[src/rtl/rob_pkg.sv]
package rob_pkg;
  typedef enum logic {
    CAUSE_BRANCH    = 1'b0,
    CAUSE_EXCEPTION = 1'b1
  } redirect_cause_e;
endpackage

[src/rtl/rob_entry_store.sv]
module rob_entry_store #(
  parameter int DEPTH  = 16,
  parameter int RET_W  = 2,
  parameter int ARCH_W = 5,
  parameter int TAG_W  = 6,
  localparam int IDX_W = $clog2(DEPTH)
) (
  input  logic                           clk_i,
  input  logic                           rst_ni,
  input  logic                           alloc_we_i,
  input  logic [IDX_W-1:0]               alloc_ptr_i,
  input  logic                           alloc_has_dest_i,
  input  logic [ARCH_W-1:0]              alloc_arch_i,
  input  logic [TAG_W-1:0]               alloc_tag_i,
  input  logic                           fin_valid_i,
  input  logic [IDX_W-1:0]               fin_idx_i,
  input  logic                           fin_exc_i,
  input  logic                           fin_mispred_i,
  input  logic [IDX_W-1:0]               head_i,
  input  logic [RET_W-1:0]               ret_mask_i,
  input  logic                           flush_i,
  output logic [RET_W-1:0]               lane_done_o,
  output logic [RET_W-1:0]               lane_exc_o,
  output logic [RET_W-1:0]               lane_mis_o,
  output logic [RET_W-1:0]               lane_dest_o,
  output logic [RET_W-1:0][ARCH_W-1:0]   lane_arch_o,
  output logic [RET_W-1:0][TAG_W-1:0]    lane_tag_o
);
  logic [DEPTH-1:0] valid_q, done_q, exc_q, mis_q, dest_q;
  logic [ARCH_W-1:0] arch_q [DEPTH];
  logic [TAG_W-1:0]  tag_q  [DEPTH];
  logic [RET_W-1:0][IDX_W-1:0] lane_ptr;

  always_ff @(posedge clk_i or negedge rst_ni) begin
    if (!rst_ni) begin
      valid_q <= '0;
      done_q  <= '0;
      exc_q   <= '0;
      mis_q   <= '0;
      dest_q  <= '0;
    end else begin
      if (fin_valid_i && valid_q[fin_idx_i]) begin
        done_q[fin_idx_i] <= 1'b1;
        exc_q[fin_idx_i]  <= fin_exc_i;
        mis_q[fin_idx_i]  <= fin_mispred_i;
      end
      for (int l = 0; l < RET_W; l++)
        if (ret_mask_i[l]) valid_q[lane_ptr[l]] <= 1'b0;
      if (flush_i) valid_q <= '0;
      if (alloc_we_i) begin
        valid_q[alloc_ptr_i] <= 1'b1;
        done_q[alloc_ptr_i]  <= 1'b0;
        exc_q[alloc_ptr_i]   <= 1'b0;
        mis_q[alloc_ptr_i]   <= 1'b0;
        dest_q[alloc_ptr_i]  <= alloc_has_dest_i;
      end
    end
  end

  always_ff @(posedge clk_i) begin
    if (alloc_we_i) begin
      arch_q[alloc_ptr_i] <= alloc_arch_i;
      tag_q[alloc_ptr_i]  <= alloc_tag_i;
    end
  end

  always_comb begin
    for (int l = 0; l < RET_W; l++) begin
      lane_ptr[l]    = head_i + IDX_W'(l);
      lane_done_o[l] = valid_q[lane_ptr[l]] && done_q[lane_ptr[l]];
      lane_exc_o[l]  = exc_q[lane_ptr[l]];
      lane_mis_o[l]  = mis_q[lane_ptr[l]];
      lane_dest_o[l] = dest_q[lane_ptr[l]];
      lane_arch_o[l] = arch_q[lane_ptr[l]];
      lane_tag_o[l]  = tag_q[lane_ptr[l]];
    end
  end
endmodule

[src/rtl/rob_retire_pick.sv]
module rob_retire_pick
  import rob_pkg::*;
#(
  parameter int RET_W = 2,
  parameter int CAP_W = 3,
  localparam int LANE_W = (RET_W > 1) ? $clog2(RET_W) : 1
) (
  input  logic [RET_W-1:0]  lane_done_i,
  input  logic [RET_W-1:0]  lane_exc_i,
  input  logic [RET_W-1:0]  lane_mis_i,
  input  logic [RET_W-1:0]  lane_dest_i,
  input  logic [CAP_W-1:0]  cap_i,
  output logic [RET_W-1:0]  ret_o,
  output logic [RET_W-1:0]  commit_o,
  output logic              flush_o,
  output logic [LANE_W-1:0] flush_lane_o,
  output redirect_cause_e   cause_o
);
  logic             stop;
  logic [CAP_W-1:0] used;
  logic             needs;

  always_comb begin
    ret_o        = '0;
    commit_o     = '0;
    flush_o      = 1'b0;
    flush_lane_o = '0;
    cause_o      = CAUSE_BRANCH;
    stop         = 1'b0;
    used         = '0;
    needs        = 1'b0;
    for (int l = 0; l < RET_W; l++) begin
      needs = lane_dest_i[l] && !lane_exc_i[l];
      if (!stop && lane_done_i[l] && (!needs || used < cap_i)) begin
        ret_o[l]    = 1'b1;
        commit_o[l] = needs;
        if (needs) used = used + CAP_W'(1);
        if (lane_exc_i[l] || lane_mis_i[l]) begin
          flush_o      = 1'b1;
          flush_lane_o = LANE_W'(l);
          cause_o      = lane_exc_i[l] ? CAUSE_EXCEPTION : CAUSE_BRANCH;
          stop         = 1'b1;
        end
      end else begin
        stop = 1'b1;
      end
    end
  end
endmodule

[src/rtl/rob_wb_queue.sv]
module rob_wb_queue #(
  parameter int DEPTH  = 4,
  parameter int RET_W  = 2,
  parameter int ARCH_W = 5,
  parameter int TAG_W  = 6,
  localparam int QI_W  = $clog2(DEPTH),
  localparam int QC_W  = QI_W + 1
) (
  input  logic                         clk_i,
  input  logic                         rst_ni,
  input  logic                         ready_i,
  input  logic [RET_W-1:0]             push_i,
  input  logic [RET_W-1:0][ARCH_W-1:0] push_arch_i,
  input  logic [RET_W-1:0][TAG_W-1:0]  push_tag_i,
  output logic [QC_W-1:0]              cap_o,
  output logic                         wr_valid_o,
  output logic [ARCH_W-1:0]            wr_arch_o,
  output logic [TAG_W-1:0]             wr_tag_o
);
  localparam logic [QC_W-1:0] DEPTH_C = QC_W'(DEPTH);

  logic [ARCH_W-1:0] arch_q [DEPTH];
  logic [TAG_W-1:0]  tag_q  [DEPTH];
  logic [QI_W-1:0]   rd_q, wr_q;
  logic [QC_W-1:0]   cnt_q, k;
  logic [RET_W-1:0]  en;
  logic [RET_W-1:0][QI_W-1:0] slot;
  logic              direct, taken, pop;
  int                first;

  assign cap_o  = DEPTH_C - cnt_q + QC_W'(ready_i);
  assign direct = ready_i && (cnt_q == '0);
  assign pop    = ready_i && (cnt_q != '0);

  always_comb begin
    first = 0;
    for (int l = RET_W - 1; l >= 0; l--)
      if (push_i[l]) first = l;
    wr_valid_o = pop || (direct && |push_i);
    wr_arch_o  = pop ? arch_q[rd_q] : push_arch_i[first];
    wr_tag_o   = pop ? tag_q[rd_q]  : push_tag_i[first];
  end

  // oldest retiring result bypasses an empty queue; the rest are appended
  always_comb begin
    k     = '0;
    taken = 1'b0;
    en    = '0;
    slot  = '0;
    for (int l = 0; l < RET_W; l++) begin
      if (push_i[l]) begin
        if (direct && !taken) begin
          taken = 1'b1;
        end else begin
          en[l]   = 1'b1;
          slot[l] = wr_q + QI_W'(k);
          k       = k + QC_W'(1);
        end
      end
    end
  end

  always_ff @(posedge clk_i or negedge rst_ni) begin
    if (!rst_ni) begin
      rd_q  <= '0;
      wr_q  <= '0;
      cnt_q <= '0;
    end else begin
      wr_q  <= wr_q + QI_W'(k);
      if (pop) rd_q <= rd_q + QI_W'(1);
      cnt_q <= cnt_q + k - QC_W'(pop);
    end
  end

  always_ff @(posedge clk_i) begin
    for (int l = 0; l < RET_W; l++)
      if (en[l]) begin
        arch_q[slot[l]] <= push_arch_i[l];
        tag_q[slot[l]]  <= push_tag_i[l];
      end
  end

  AST_WBQ_NO_OVERFLOW: assert property (@(posedge clk_i) disable iff (!rst_ni)
    cnt_q <= DEPTH_C);
  AST_WR_NEEDS_READY: assert property (@(posedge clk_i) disable iff (!rst_ni)
    wr_valid_o |-> ready_i);
endmodule

[src/rtl/rob_retire_unit.sv]
module rob_retire_unit
  import rob_pkg::*;
#(
  parameter int DEPTH     = 16,
  parameter int RET_W     = 2,
  parameter int WBQ_DEPTH = 4,
  parameter int ARCH_W    = 5,
  parameter int TAG_W     = 6,
  localparam int IDX_W    = $clog2(DEPTH),
  localparam int CNT_W    = IDX_W + 1,
  localparam int CAP_W    = $clog2(WBQ_DEPTH) + 1,
  localparam int LANE_W   = (RET_W > 1) ? $clog2(RET_W) : 1
) (
  input  logic                   clk_i,
  input  logic                   rst_ni,
  input  logic                   alloc_valid_i,
  input  logic                   alloc_has_dest_i,
  input  logic [ARCH_W-1:0]      alloc_arch_i,
  input  logic [TAG_W-1:0]       alloc_tag_i,
  output logic                   alloc_ready_o,
  output logic [IDX_W-1:0]       alloc_idx_o,
  output logic                   full_o,
  input  logic                   fin_valid_i,
  input  logic [IDX_W-1:0]       fin_idx_i,
  input  logic                   fin_exc_i,
  input  logic                   fin_mispred_i,
  input  logic                   wb_ready_i,
  output logic [RET_W-1:0]       retire_valid_o,
  output logic [RET_W*IDX_W-1:0] retire_idx_o,
  output logic                   wr_valid_o,
  output logic [ARCH_W-1:0]      wr_arch_o,
  output logic [TAG_W-1:0]       wr_tag_o,
  output logic                   flush_o,
  output logic [IDX_W-1:0]       redirect_idx_o,
  output logic                   redirect_exc_o
);
  logic [IDX_W-1:0] head_q, tail_q;
  logic [CNT_W-1:0] count_q, n_ret;
  logic             alloc_fire;

  logic [RET_W-1:0]             lane_done, lane_exc, lane_mis, lane_dest, ret, commit;
  logic [RET_W-1:0][ARCH_W-1:0] lane_arch;
  logic [RET_W-1:0][TAG_W-1:0]  lane_tag;
  logic [CAP_W-1:0]             cap;
  logic [LANE_W-1:0]            flush_lane;
  redirect_cause_e              cause;

  assign full_o         = (count_q == CNT_W'(DEPTH));
  assign alloc_ready_o  = !full_o && !flush_o;
  assign alloc_fire     = alloc_valid_i && alloc_ready_o;
  assign alloc_idx_o    = tail_q;
  assign retire_valid_o = ret;
  assign redirect_idx_o = head_q + IDX_W'(flush_lane);
  assign redirect_exc_o = (cause == CAUSE_EXCEPTION);

  always_comb begin
    n_ret = '0;
    for (int l = 0; l < RET_W; l++) begin
      n_ret = n_ret + CNT_W'(ret[l]);
      retire_idx_o[l*IDX_W +: IDX_W] = head_q + IDX_W'(l);
    end
  end

  always_ff @(posedge clk_i or negedge rst_ni) begin
    if (!rst_ni) begin
      head_q  <= '0;
      tail_q  <= '0;
      count_q <= '0;
    end else begin
      head_q <= head_q + IDX_W'(n_ret);
      if (flush_o) begin
        tail_q  <= head_q + IDX_W'(n_ret);
        count_q <= '0;
      end else begin
        tail_q  <= tail_q + IDX_W'(alloc_fire);
        count_q <= count_q - n_ret + CNT_W'(alloc_fire);
      end
    end
  end

  rob_entry_store #(.DEPTH(DEPTH), .RET_W(RET_W), .ARCH_W(ARCH_W), .TAG_W(TAG_W)) u_store (
    .clk_i, .rst_ni,
    .alloc_we_i(alloc_fire), .alloc_ptr_i(tail_q),
    .alloc_has_dest_i, .alloc_arch_i, .alloc_tag_i,
    .fin_valid_i, .fin_idx_i, .fin_exc_i, .fin_mispred_i,
    .head_i(head_q), .ret_mask_i(ret), .flush_i(flush_o),
    .lane_done_o(lane_done), .lane_exc_o(lane_exc), .lane_mis_o(lane_mis),
    .lane_dest_o(lane_dest), .lane_arch_o(lane_arch), .lane_tag_o(lane_tag)
  );

  rob_retire_pick #(.RET_W(RET_W), .CAP_W(CAP_W)) u_pick (
    .lane_done_i(lane_done), .lane_exc_i(lane_exc), .lane_mis_i(lane_mis),
    .lane_dest_i(lane_dest), .cap_i(cap),
    .ret_o(ret), .commit_o(commit), .flush_o(flush_o),
    .flush_lane_o(flush_lane), .cause_o(cause)
  );

  rob_wb_queue #(.DEPTH(WBQ_DEPTH), .RET_W(RET_W), .ARCH_W(ARCH_W), .TAG_W(TAG_W)) u_wbq (
    .clk_i, .rst_ni, .ready_i(wb_ready_i),
    .push_i(commit), .push_arch_i(lane_arch), .push_tag_i(lane_tag),
    .cap_o(cap), .wr_valid_o, .wr_arch_o, .wr_tag_o
  );

  AST_NO_OVERFLOW: assert property (@(posedge clk_i) disable iff (!rst_ni)
    count_q <= CNT_W'(DEPTH));
  AST_FLUSH_EMPTIES: assert property (@(posedge clk_i) disable iff (!rst_ni)
    flush_o |=> (count_q == '0));

  generate
    for (genvar g = 1; g < RET_W; g++) begin : g_contig
      AST_RETIRE_IN_ORDER: assert property (@(posedge clk_i) disable iff (!rst_ni)
        retire_valid_o[g] |-> retire_valid_o[g-1]);
    end
  endgenerate
endmodule

[config.mk]
export PLATFORM = sky130hd
export DESIGN_NAME = rob_retire_unit
export DESIGN_NICKNAME = d
export VERILOG_FILES = /design/src/rtl/rob_pkg.sv /design/src/rtl/rob_entry_store.sv /design/src/rtl/rob_retire_pick.sv /design/src/rtl/rob_wb_queue.sv /design/src/rtl/rob_retire_unit.sv
export SDC_FILE = /design/constraint.sdc
export NUM_CORES = 1
export LEC_CHECK = 0
export BUFFER_PORTS_ARGS = -buffer_cell sky130_fd_sc_hd__buf_2
export CAP_MARGIN = 10
export CORE_MARGIN = 3
export CORE_UTILIZATION = 40
export DETAILED_ROUTE_END_ITERATION = 10
export PLACE_DENSITY = 0.52
export SLEW_MARGIN = 30
export SYNTH_ARGS = -nofsm -noshare
export SYNTH_HDL_FRONTEND = slang
export SYNTH_HIERARCHICAL = 1
export SYNTH_SLANG_ARGS = --single-unit
[constraint.sdc]
create_clock -name clk_i -period 8.6 [get_ports clk_i]
set_input_delay 0.86 -clock clk_i [delete_from_list [all_inputs] [get_ports clk_i]]
set_output_delay 0.86 -clock clk_i [all_outputs]
set_load 0.1 [all_outputs]
==> reports/qor.yml <==
routing:
  wl_met1_mm: 19.7
  antenna_left: 0
  dr_wl_met2_mm: 20.6
  dr.pass1.iters: 4
  routed_via_density: 5.98
  via_count: 9874
  dr_wl_met3_mm: 2.81
  routed_wl_mm: 43.9
  drcViolationCount: 0
  routed.top_layer: "met4"
  post_drt_wl_per_cell_um: 26.6
  drtIter0Drc: 874
clock_network:
  ctsLongestPathBuffers: 3
  clk_pin_slew_ps: 50
  clk-insertion-delay-late_ps: 560
  post_cts_resized: 0
  post-cts-setup-buffers: 0
  hold_buffers: 0
  clock-sinks: 320
  cts_buffers: 39
  cts_root_buf: "clkbuf_16"
  h-tree-depth: 2
  cts_tree: "yes"
run:
  cap_violations: 0
logic_synthesis:
  synth-main-ff-cell: "edfxtp_1"
  ys_warn_count: 6
  ys_seq_area_frac: 0.543
  yosys_register_bits: 320
  syn-cell-area_mm2: 0.0168
  synth_edf_count: 220
  postSynthNetCount: 1074
  syn_avg_cell_area_um2: 16.4
  async_flop_share: 0.313
  synth_cell_types: 66
  netlist_instances: 1022
placed_design:
  gp_congestion: 0.851
  hpwl_mm: 29.6
  port-buffer-count: 56
  dpl_cell_area_mm2: 0.0178
  place_ws_ps: 2450
floorplanning:
  core-area_mm2: 0.0411
  ios: 57
  die_w_um: 211
  die_y_um: 211
  num_rows: 74
  die_area_mm2: 0.0445
  initial_core_util: 0.408
sta:
  relSlewSlack: 0.373
  setup_tns_ps: 0
  timing.final.hold_violations: 0
  tightestPinTransition_ps: 940
  setup_viol: 0
  max_freq_ghz: 0.151
  fin_crit_ps: 6610
  skew_ps: 21.1
  layout_setup_ws_ps: 1990
  fin_crit_sh: 0.769
  slew_viol_final: 0
  rsz0062_at_grt: "false"
finish:
  antenna_cells: 0
  finalNetCount: 1140
  fin_area_mm2: 0.0191
  final_util: 0.464
  fillCellCount: 3575
  area_delta_synth_final_pct: 13.8
  drive_gt1_frac: 0.355
run_status:
  status: "finished, final reports clean"
setup_path:
  slowest_delay_ps: 710
  worstSetupPathType: "reg2out"
  reg2reg_to: "u_wbq/arch_q[0][4]"
  r2r-start: "head_q[1]"
  reg2regPathDepth: 11
  critPathCaptureType: "primary output"
  crit_chain: "buf_4, buf_4, mux4_2, mux4_2, a21boi_0, o21ai_2, nor4b_2, or2b_1, mux2i_1, o21ai_0, buf_2"
  required_ps: 7740
  critPathLaunchType: "flop"
  slowest_stage: "buf_4"
  cp.arrival_ps: 5750
  cp_max_fo: 38
  regToRegSetupSlack_ps: 2870
global_routing:
  grt_remaining_overflow: 0
  grt_pass1_wl_mm: 66.6
  grt_max_degree: 67
  antenna_found_initial: 1
  grt_pass1_vias: 9968
  track_usage: 0.201
min_path:
  hold_class: "in2async"
[logic make-up after synthesis]
group / count (synthesis) / synth area share
and+or+nand+nor: 217 / 0.0712
DFF: 320 / 0.543
AOI/OAI and AO/OA: 67 / 0.0310
muxes: 268 / 0.289
adders and majority gates: 29 / 0.0230
xor gates and xnor gates: 25 / 0.0139
buffers and inverters: 96 / 0.0297
[routing by layer]
metal  global-route usage  vias up
met3               0.0405       57
met1                0.295     5258
met2                0.314      325
met4               0.0441        0
li1                     -     4234
met5                    0        -
[how the worst max path moves through the flow]
stage                   endpoint  cells after the start       from
floorplan           wr_arch_o[0]                     15  head_q[1]
global placement    wr_arch_o[3]                     11  head_q[1]
detailed placement   wr_tag_o[0]                     11  head_q[1]
CTS                  wr_tag_o[0]                     11  head_q[1]
global route         wr_tag_o[0]                     11  head_q[1]
finish               wr_tag_o[0]                     11  head_q[1]
[cell type report]
| class | count | area (µm²) | share of cell area |
|---|---|---|---|
| flip-flops and latches | 320 | 9120 | 0.478 |
| multi-input cells | 606 | 7340 | 0.384 |
| clock buffers | 45 | 1020 | 0.0534 |
| well taps | 532 | 666 | 0.0349 |
| repair buffers | 91 | 594 | 0.0311 |
| clock inverters | 26 | 243 | 0.0127 |
| inverters | 30 | 113 | 0.00590 |
[Yosys cell counts (15+ instances only)]
library cell	instances	area, µm²
dfrtp_1	100	2500
inv_1	28	105
o21ai_0	21	105
mux4_2	161	3630
edfxtp_1	220	6610
clkbuf_1	23	86.3
mux2_1	15	169
nor2_1	72	270
nand2_1	31	116
buf_2	21	105
ha_1	26	325
mux2_2	31	349
mux2i_1	43	430
mux2_4	18	270
a41o_1	16	160
nand3_1	40	200
[critical path, delay by kind of cell (launching register included)]
kind,cells,cell delay [ps]
compound gates,3,650
buf+inv,3,1700
flops,1,410
mux,3,1190
simple gates,2,1190
[through the flow]
stage | std cells | hold slack [ps]
after detailed placement | 1578 | 500
after CTS | 1649 | 265
final | 1650 | 267
after global placement | 1572 | 492
after floorplan | 1022 | 470
after global routing | 1650 | 289
[state kept, by name, summed over array words and instances, names as in the netlist]
| register | flops |
|---|---|
| u_wbq/tag_q | 24 |
| u_store/tag_q | 96 |
| u_wbq/rd_q | 2 |
| u_store/mis_q | 16 |
| u_store/exc_q | 16 |
| u_wbq/wr_q | 2 |
| u_store/done_q | 16 |
| u_wbq/cnt_q | 3 |
| u_wbq/arch_q | 20 |
| u_store/dest_q | 16 |
| u_store/valid_q | 16 |
| alloc_idx_o | 4 |
| head_q | 4 |
| u_store/arch_q | 80 |
| count_q | 5 |
[cell usage in the layout, fill, tap and decap left out, drive strengths merged, types with 5 or more instances in the layout]
cell type / count
mux2: 64
nand4: 9
and3: 13
xnor2: 14
nand2b: 6
inv: 32
ha: 26
nor3: 10
nand3: 40
xor2: 11
a21oi: 8
clkbuf: 45
o21ai: 23
edfxtp: 220
a41o: 16
mux4: 161
nor4b: 5
nor2b: 7
buf: 91
nor2: 72
clkinv: 17
mux2i: 43
dfrtp: 100
nand2: 31
Power is left out: the tool's default activity adds up to more than one toggle a clock period on the data nets, which glitch-free logic cannot reach.
